`config.mk`:
```
export PLATFORM = sky130hd
export DESIGN_NAME = proc_exit_seq
export DESIGN_NICKNAME = d
export VERILOG_FILES = /design/src/rtl/exit_pkg.sv /design/src/rtl/marker_reader.sv /design/src/rtl/exit_checker.sv /design/src/rtl/exit_commit.sv /design/src/rtl/proc_exit_seq.sv
export SDC_FILE = /design/constraint.sdc
export NUM_CORES = 1
export LEC_CHECK = 0
export ABC_AREA = 0
export CORE_MARGIN = 2
export CORE_UTILIZATION = 53
export CTS_CLUSTER_DIAMETER = 100
export DETAILED_ROUTE_END_ITERATION = 16
export GPL_ROUTABILITY_DRIVEN = 1
export PLACE_DENSITY_LB_ADDON = 0.08
export RECOVER_POWER = 50
export SYNTH_ARGS = -nofsm -noshare
export SYNTH_HDL_FRONTEND = slang
export SYNTH_SLANG_ARGS = --single-unit
```
`constraint.sdc`:
```
create_clock -name clk -period 4.95 [get_ports clk]
set_clock_uncertainty 0.1 [all_clocks]
set_input_delay 0.495 -clock clk [delete_from_list [all_inputs] [get_ports clk]]
set_output_delay 0.495 -clock clk [all_outputs]
set_load 0.01 [all_outputs]
```
`src/rtl/exit_pkg.sv`:
```
package exit_pkg;

    localparam int MARKER_WORDS = 4;
    localparam int MK_X  = 0;
    localparam int MK_DP = 1;
    localparam int MK_ST = 2;
    localparam int MK_DQ = 3;

    typedef enum logic [2:0] {
        TRAP_NONE   = 3'd0,
        TRAP_PRIV   = 3'd1,
        TRAP_ABSENT = 3'd2,
        TRAP_TRACE  = 3'd3,
        TRAP_BOUNDS = 3'd4
    } trap_e;

    typedef enum logic [1:0] {
        ST_IDLE,
        ST_READ,
        ST_CHECK
    } state_e;

    function automatic trap_e pick_trap(input logic priv_bad,
                                        input logic absent,
                                        input logic trace,
                                        input logic oob);
        trap_e t;
        if (priv_bad)     t = TRAP_PRIV;
        else if (absent)  t = TRAP_ABSENT;
        else if (trace)   t = TRAP_TRACE;
        else if (oob)     t = TRAP_BOUNDS;
        else              t = TRAP_NONE;
        return t;
    endfunction

endpackage

```
`src/rtl/marker_reader.sv`:
```
module marker_reader
    import exit_pkg::*;
#(
    parameter int W = 16
) (
    input  logic                              clk,
    input  logic                              rst,
    input  logic                              go,
    input  logic [W-1:0]                      top_q,
    input  logic                              mk_ack,
    input  logic [W-1:0]                      mk_data,
    output logic                              mk_req,
    output logic [W-1:0]                      mk_addr,
    output logic                              all_read,
    output logic [MARKER_WORDS-1:0][W-1:0]    words
);
    localparam int IDXW = $clog2(MARKER_WORDS);
    localparam logic [IDXW-1:0] LAST_IDX = IDXW'(MARKER_WORDS - 1);

    logic            active;
    logic [IDXW-1:0] idx;
    logic [W-1:0]    base;

    always_ff @(posedge clk) begin
        if (rst) begin
            active   <= 1'b0;
            idx      <= '0;
            base     <= '0;
            all_read <= 1'b0;
        end else begin
            all_read <= 1'b0;
            if (go) begin
                active <= 1'b1;
                idx    <= '0;
                base   <= top_q - W'(MARKER_WORDS - 1);
            end else if (active && mk_ack) begin
                if (idx == LAST_IDX) begin
                    active   <= 1'b0;
                    all_read <= 1'b1;
                end else begin
                    idx <= idx + 1'b1;
                end
            end
        end
    end

    for (genvar g = 0; g < MARKER_WORDS; g++) begin : g_word
        always_ff @(posedge clk) begin
            if (rst)
                words[g] <= '0;
            else if (active && mk_ack && idx == IDXW'(g))
                words[g] <= mk_data;
        end
    end

    assign mk_req  = active;
    assign mk_addr = base + W'(idx);

    assert_addr_hold_R2: assert property (@(posedge clk) disable iff (rst)
        (mk_req && !mk_ack) |=> (mk_req && $stable(mk_addr)));

    assert_addr_step_R2: assert property (@(posedge clk) disable iff (rst)
        (mk_req && mk_ack && !go && idx != LAST_IDX) |=> (mk_req && mk_addr == $past(mk_addr) + 1'b1));

endmodule

```
`src/rtl/exit_checker.sv`:
```
module exit_checker
    import exit_pkg::*;
#(
    parameter int W = 16
) (
    input  logic         user,
    input  logic         priv,
    input  logic         absent,
    input  logic [W-1:0] dp_word,
    input  logic [W-1:0] p_now,
    input  logic [W-1:0] lo,
    input  logic [W-1:0] hi,
    output logic [W-1:0] ret_p,
    output trap_e        code
);
    logic [W-1:0] offset;
    logic         trace;
    logic         below;
    logic         above;

    always_comb begin
        offset = {1'b0, dp_word[W-2:0]};
        trace  = dp_word[W-1];
        ret_p  = p_now - offset;
        below  = ret_p < lo;
        above  = ret_p > hi;
        code   = pick_trap(user && priv, absent, trace, below || above);
    end

endmodule

```
`src/rtl/exit_commit.sv`:
```
module exit_commit
    import exit_pkg::*;
#(
    parameter int W = 16
) (
    input  logic         clk,
    input  logic         rst,
    input  logic         fire,
    input  trap_e        code,
    input  logic [W-1:0] q_new,
    input  logic [W-1:0] s_new,
    input  logic [W-1:0] p_new,
    input  logic [W-1:0] st_new,
    input  logic [W-1:0] x_new,
    output logic [W-1:0] q_out,
    output logic [W-1:0] s_out,
    output logic [W-1:0] p_out,
    output logic [W-1:0] sta_out,
    output logic [W-1:0] x_out,
    output logic         done,
    output logic         trap_valid,
    output logic [2:0]   trap_code
);
    always_ff @(posedge clk) begin
        if (rst) begin
            q_out      <= '0;
            s_out      <= '0;
            p_out      <= '0;
            sta_out    <= '0;
            x_out      <= '0;
            done       <= 1'b0;
            trap_valid <= 1'b0;
            trap_code  <= 3'd0;
        end else begin
            done       <= 1'b0;
            trap_valid <= 1'b0;
            trap_code  <= 3'd0;
            if (fire) begin
                if (code == TRAP_NONE) begin
                    q_out   <= q_new;
                    s_out   <= s_new;
                    p_out   <= p_new;
                    sta_out <= st_new;
                    x_out   <= x_new;
                    done    <= 1'b1;
                end else begin
                    trap_valid <= 1'b1;
                    trap_code  <= code;
                end
            end
        end
    end

    assert_excl_R8: assert property (@(posedge clk) disable iff (rst)
        !(done && trap_valid));

    assert_hold_R8: assert property (@(posedge clk) disable iff (rst)
        trap_valid |-> ($stable(q_out) && $stable(s_out) && $stable(p_out)
                        && $stable(sta_out) && $stable(x_out)));

    assert_code_zero_R8: assert property (@(posedge clk) disable iff (rst)
        !trap_valid |-> trap_code == 3'd0);

    assert_done_pulse_R9: assert property (@(posedge clk) disable iff (rst)
        done |=> !done);

endmodule

```
`src/rtl/proc_exit_seq.sv`:
```
module proc_exit_seq
    import exit_pkg::*;
#(
    parameter int W  = 16,
    parameter int NW = 8
) (
    input  logic          clk,
    input  logic          rst,
    input  logic          start,
    input  logic          user_mode,
    input  logic          seg_priv,
    input  logic          seg_absent,
    input  logic [NW-1:0] n_parm,
    input  logic [W-1:0]  cur_q,
    input  logic [W-1:0]  cur_s,
    input  logic [W-1:0]  cur_p,
    input  logic [W-1:0]  bound_lo,
    input  logic [W-1:0]  bound_hi,
    output logic          mk_req,
    output logic [W-1:0]  mk_addr,
    input  logic          mk_ack,
    input  logic [W-1:0]  mk_data,
    output logic          ref_mark,
    output logic [W-1:0]  q_out,
    output logic [W-1:0]  s_out,
    output logic [W-1:0]  p_out,
    output logic [W-1:0]  sta_out,
    output logic [W-1:0]  x_out,
    output logic          done,
    output logic          trap_valid,
    output logic [2:0]    trap_code
);
    typedef struct packed {
        logic          user;
        logic          priv;
        logic          absent;
        logic [NW-1:0] n;
        logic [W-1:0]  q;
        logic [W-1:0]  s;
        logic [W-1:0]  p;
        logic [W-1:0]  lo;
        logic [W-1:0]  hi;
    } ctx_t;

    state_e                           state;
    ctx_t                             ctx;
    logic                             go;
    logic                             all_read;
    logic [MARKER_WORDS-1:0][W-1:0]   words;
    logic [W-1:0]                     ret_p;
    trap_e                            code;
    logic [W-1:0]                     q_new;
    logic [W-1:0]                     s_new;

    assign go       = (state == ST_IDLE) && start;
    assign ref_mark = (state == ST_CHECK);

    always_ff @(posedge clk) begin
        if (rst) begin
            state <= ST_IDLE;
            ctx   <= '0;
        end else begin
            case (state)
                ST_IDLE: if (start) begin
                    state      <= ST_READ;
                    ctx.user   <= user_mode;
                    ctx.priv   <= seg_priv;
                    ctx.absent <= seg_absent;
                    ctx.n      <= n_parm;
                    ctx.q      <= cur_q;
                    ctx.s      <= cur_s;
                    ctx.p      <= cur_p;
                    ctx.lo     <= bound_lo;
                    ctx.hi     <= bound_hi;
                end
                ST_READ:  if (all_read) state <= ST_CHECK;
                ST_CHECK: state <= ST_IDLE;
                default:  state <= ST_IDLE;
            endcase
        end
    end

    marker_reader #(.W(W)) u_reader (
        .clk      (clk),
        .rst      (rst),
        .go       (go),
        .top_q    (cur_q),
        .mk_ack   (mk_ack),
        .mk_data  (mk_data),
        .mk_req   (mk_req),
        .mk_addr  (mk_addr),
        .all_read (all_read),
        .words    (words)
    );

    exit_checker #(.W(W)) u_check (
        .user    (ctx.user),
        .priv    (ctx.priv),
        .absent  (ctx.absent),
        .dp_word (words[MK_DP]),
        .p_now   (ctx.p),
        .lo      (ctx.lo),
        .hi      (ctx.hi),
        .ret_p   (ret_p),
        .code    (code)
    );

    assign q_new = ctx.q - words[MK_DQ];
    assign s_new = ctx.s - W'(MARKER_WORDS) - {{(W-NW){1'b0}}, ctx.n};

    exit_commit #(.W(W)) u_commit (
        .clk        (clk),
        .rst        (rst),
        .fire       (state == ST_CHECK),
        .code       (code),
        .q_new      (q_new),
        .s_new      (s_new),
        .p_new      (ret_p),
        .st_new     (words[MK_ST]),
        .x_new      (words[MK_X]),
        .q_out      (q_out),
        .s_out      (s_out),
        .p_out      (p_out),
        .sta_out    (sta_out),
        .x_out      (x_out),
        .done       (done),
        .trap_valid (trap_valid),
        .trap_code  (trap_code)
    );

    assert_priv_first_R3: assert property (@(posedge clk) disable iff (rst)
        (ref_mark && ctx.user && ctx.priv) |=> (trap_valid && trap_code == 3'd1));

    assert_ref_pulse_R7: assert property (@(posedge clk) disable iff (rst)
        ref_mark |=> !ref_mark);

    assert_ref_before_end_R7: assert property (@(posedge clk) disable iff (rst)
        ref_mark |=> (done || trap_valid));

    assert_idle_quiet_R10: assert property (@(posedge clk) disable iff (rst)
        (state == ST_IDLE) |-> !mk_req);

endmodule

```
==> impl_metrics.ini <==
[global_route]
grt_pass1_wl_um = 49700
track_usage_pct = 24.9
grt_remaining_overflow = 0
grt_pass1_vias = 9921
antenna_found_initial = 0
grt_max_degree = 161

[floorplanning]
fp.coreArea_um2 = 23300
die_y_um = 157
boundaryPins = 214
die_w_um = 157
die_area_um2 = 24700
std_cell_rows = 56
start_util_pct = 53.5

[cells_and_area]
finish.utilization_pct = 67.8
syn_to_final_growth_pct = 26.8
layout_commonest_cell = nand2_1
layout.cells.non_filler = 2045
drive_above_1_share_pct = 4.58
num-nets-final = 1906
final_cell_mix = 347 x nand2_1, 262 x dfxtp_1, 190 x a21oi_1, 163 x clkdlybuf4s50_1, 132 x nor2_1
stdcell_area_um2 = 15800
diodes = 0

[timing]
slew_headroom_pct = -126
setup_viol = 0
grt_setup_unrepaired = no
setup_tns_ns = 0
period_needed_ns = 4.56
maxSlewViolCount = 97
fin_worst_hold_slack_ns = 0.333
fin_crit_sh_pct = 92.0
hold_viol = 0
worst_slack_ns = 0.395
max_clock_freq_mhz = 220
tightest_slew_ns = 3.38

[status]
outcome = finished, violations left
violations = max-capacitance violations, max-slew violations

[routing]
vias_per_cell = 5.22
drt_iter0_drc = 531
routedWlPerCell_um = 15.4
routed_wl_um = 31400
firstDrtPassIters = 4
antenna_left = 0
drc_errors = 0
vias = 10700

[critical_path]
r2r_slack_ns = 0.39
crit_required_ns = 5.26
r2r-start = u_reader.words[17]$_SDFFE_PP0P_
cp-start-kind = flop
cp-end-kind = flop
crit_fanout = 28
timing.rr.end = u_commit.p_out[6]$_SDFFE_PP0P_
reg2regPathDepth = 20
arrival_ns = 4.87
worst-setup-path-type = flop to flop

[clocking]
htree_levels = 1
path_clk_slew_ns = 0.06
clock_latency_ns = 0.56
cts_tree = built
clock_path_buffers = 3
cts_root_buffer = clkbuf_16
cts.sinks = 262
cts_inserted_buffers = 28

[power]
power.internal_mw = 3.84
powerDensity_nw_per_um2 = 331
power_frac_seq_pct = 42.3
cellLeakagePower_nw = 5.99
switching_share_pct = 26.4
switching_power_mw = 1.38
finalPower_mw = 5.22
clkPwrFrac_pct = 41.0
irDropWorstVdd_uv = 295
p_comb_share_pct = 16.7

[run]
drv_cap = 1

[synthesis]
ys_warn_count = 0
ys_dominant_reg_cell = dfxtp_1
yosysSeqAreaShare_pct = 42.2
ys_types = 60
ys_seq_elements = 262
syn_avg_cell_area_um2 = 8.15
synth.net_count = 1725
synth_area_um2 = 12400
synth_async_sr_flop_share_pct = 0
synth_edf_count = 0
synthCells = 1526

[placement]
hpwl_um = 22300
dp.cells = 1994
gp_congestion = 0.885
post-place-ws_ns = 0.136
placed_area_um2 = 14800
io_buffers = 213

[hold_path]
min_to = u_commit.s_out[6]$_SDFFE_PP0P_
hp-start = rst
hold_class = input pin to flop
hold-path-cell-count = 2
-- Yosys cell counts (all sizes together) (5+ instances only) --
master	instances	share of area, %
a211oi	27	1.6
a21o	13	0.78
a21oi	190	7.6
and2	6	0.30
and3	8	0.40
buf	10	0.64
clkbuf	68	2.1
dfxtp	262	42
ha	84	8.5
inv	99	3.0
mux2i	64	5.2
nand2	347	10
nand2b	11	0.55
nand3	13	0.52
nand4	7	0.35
nor2	134	4.1
nor2b	8	0.40
nor3	15	0.60
nor4	10	0.55
o211ai	5	0.30
o21a	7	0.42
o21ai	24	0.97
o31ai	5	0.30
xnor2	43	3.0
xor2	14	0.99
-- what timing repair did --
item / CTS / global route
hold buffers: 0 / 0
endpoints found under the setup margin: 0 / 75
buffers inserted: 0 / 2
gates resized for setup: 0 / 1
hold endpoints to repair: 0 / 0
-- kinds of logic after synthesis --
| group | share of synthesized area, % |
|---|---|
| AOI/OAI and AO/OA | 14.4 |
| xor gates and xnor gates | 4.01 |
| adders and majority gates | 9.10 |
| buffers and inverters | 5.69 |
| DFF | 42.2 |
| muxes | 5.48 |
| and+or+nand+nor | 19.1 |
-- critical path, stage by stage, from the launching register on --
cell	delay, ns
dfxtp_1	0.37
inv_1	0.06
ha_1	0.26
nor2b_1	0.13
o31ai_1	0.20
buf_4	0.16
a21oi_1	0.06
a41o_1	0.28
o41ai_4	0.28
mux2_2	0.40
nor2_1	0.16
ha_1	0.27
nand4_1	0.14
a21oi_1	0.07
a211oi_1	0.21
a21oi_1	0.16
nor4_4	0.32
buf_4	0.23
buf_12	0.23
mux2i_1	0.23
nor2_1	0.05
-- per-layer routing --
| metal | GRT usage (%) | vias up | part of all wire [%] |
|---|---|---|---|
| met1 | 35.1 | 4912 | 48 |
| met2 | 39.1 | 257 | 44 |
| li1 | - | 5454 | - |
| met4 | 8.35 | 0 | 3.2 |
| met5 | 0 | - | 0 |
| met3 | 3.83 | 59 | 5.1 |
-- final cells by class --
class / instances / area, um2
clock inverters: 10 / 129
fillers: 2057 / 7490
inverters: 99 / 372
repair buffers: 229 / 2290
well taps: 319 / 399
flip-flops and latches: 262 / 5250
multi-input cells: 1087 / 6500
clock buffers: 39 / 832
-- how the worst max path moves through the flow --
stage | start | end | slack, ns
final | u_reader.words[17]$_SDFFE_PP0P_ | u_commit.p_out[6]$_SDFFE_PP0P_ | 0.39
after global routing | u_reader.words[17]$_SDFFE_PP0P_ | u_commit.p_out[14]$_SDFFE_PP0P_ | 0.02
after CTS | u_reader.words[17]$_SDFFE_PP0P_ | u_commit.s_out[5]$_SDFFE_PP0P_ | 0.10
after detailed placement | u_reader.words[17]$_SDFFE_PP0P_ | u_commit.s_out[5]$_SDFFE_PP0P_ | 0.14
after global placement | u_reader.words[17]$_SDFFE_PP0P_ | u_commit.s_out[6]$_SDFFE_PP0P_ | 0.29
after floorplan | u_reader.words[17]$_SDFFE_PP0P_ | u_commit.p_out[11]$_SDFFE_PP0P_ | 0.90
-- state kept, by name, indices dropped and copies added, names as in the netlist --
signal	cells
u_commit.x_out	16
u_commit.q_out	16
u_reader.mk_req	1
u_commit.s_out	16
u_commit.trap_code	3
u_commit.p_out	16
ctx	91
u_commit.sta_out	16
u_reader.base	16
u_reader.all_read	1
state	2
u_reader.words	64
u_commit.done	1
u_reader.idx	2
u_commit.trap_valid	1
-- power by group through the flow --
| stage | sequential, mW | clock [mW] | combinational [mW] |
|---|---|---|---|
| 6_report | 2.21 | 2.14 | 0.870 |
| 5_1_grt | 2.22 | 2.26 | 0.972 |
| 4_1_cts | 2.21 | 2.18 | 0.869 |
| 3_5_place_dp | 2.26 | 0 | 0.864 |
| 3_3_place_gp | 2.25 | 0 | 0.851 |
| 2_1_floorplan | 2.24 | 0 | 0.572 |
No activity file was read; power rests on OpenSTA's default activity.
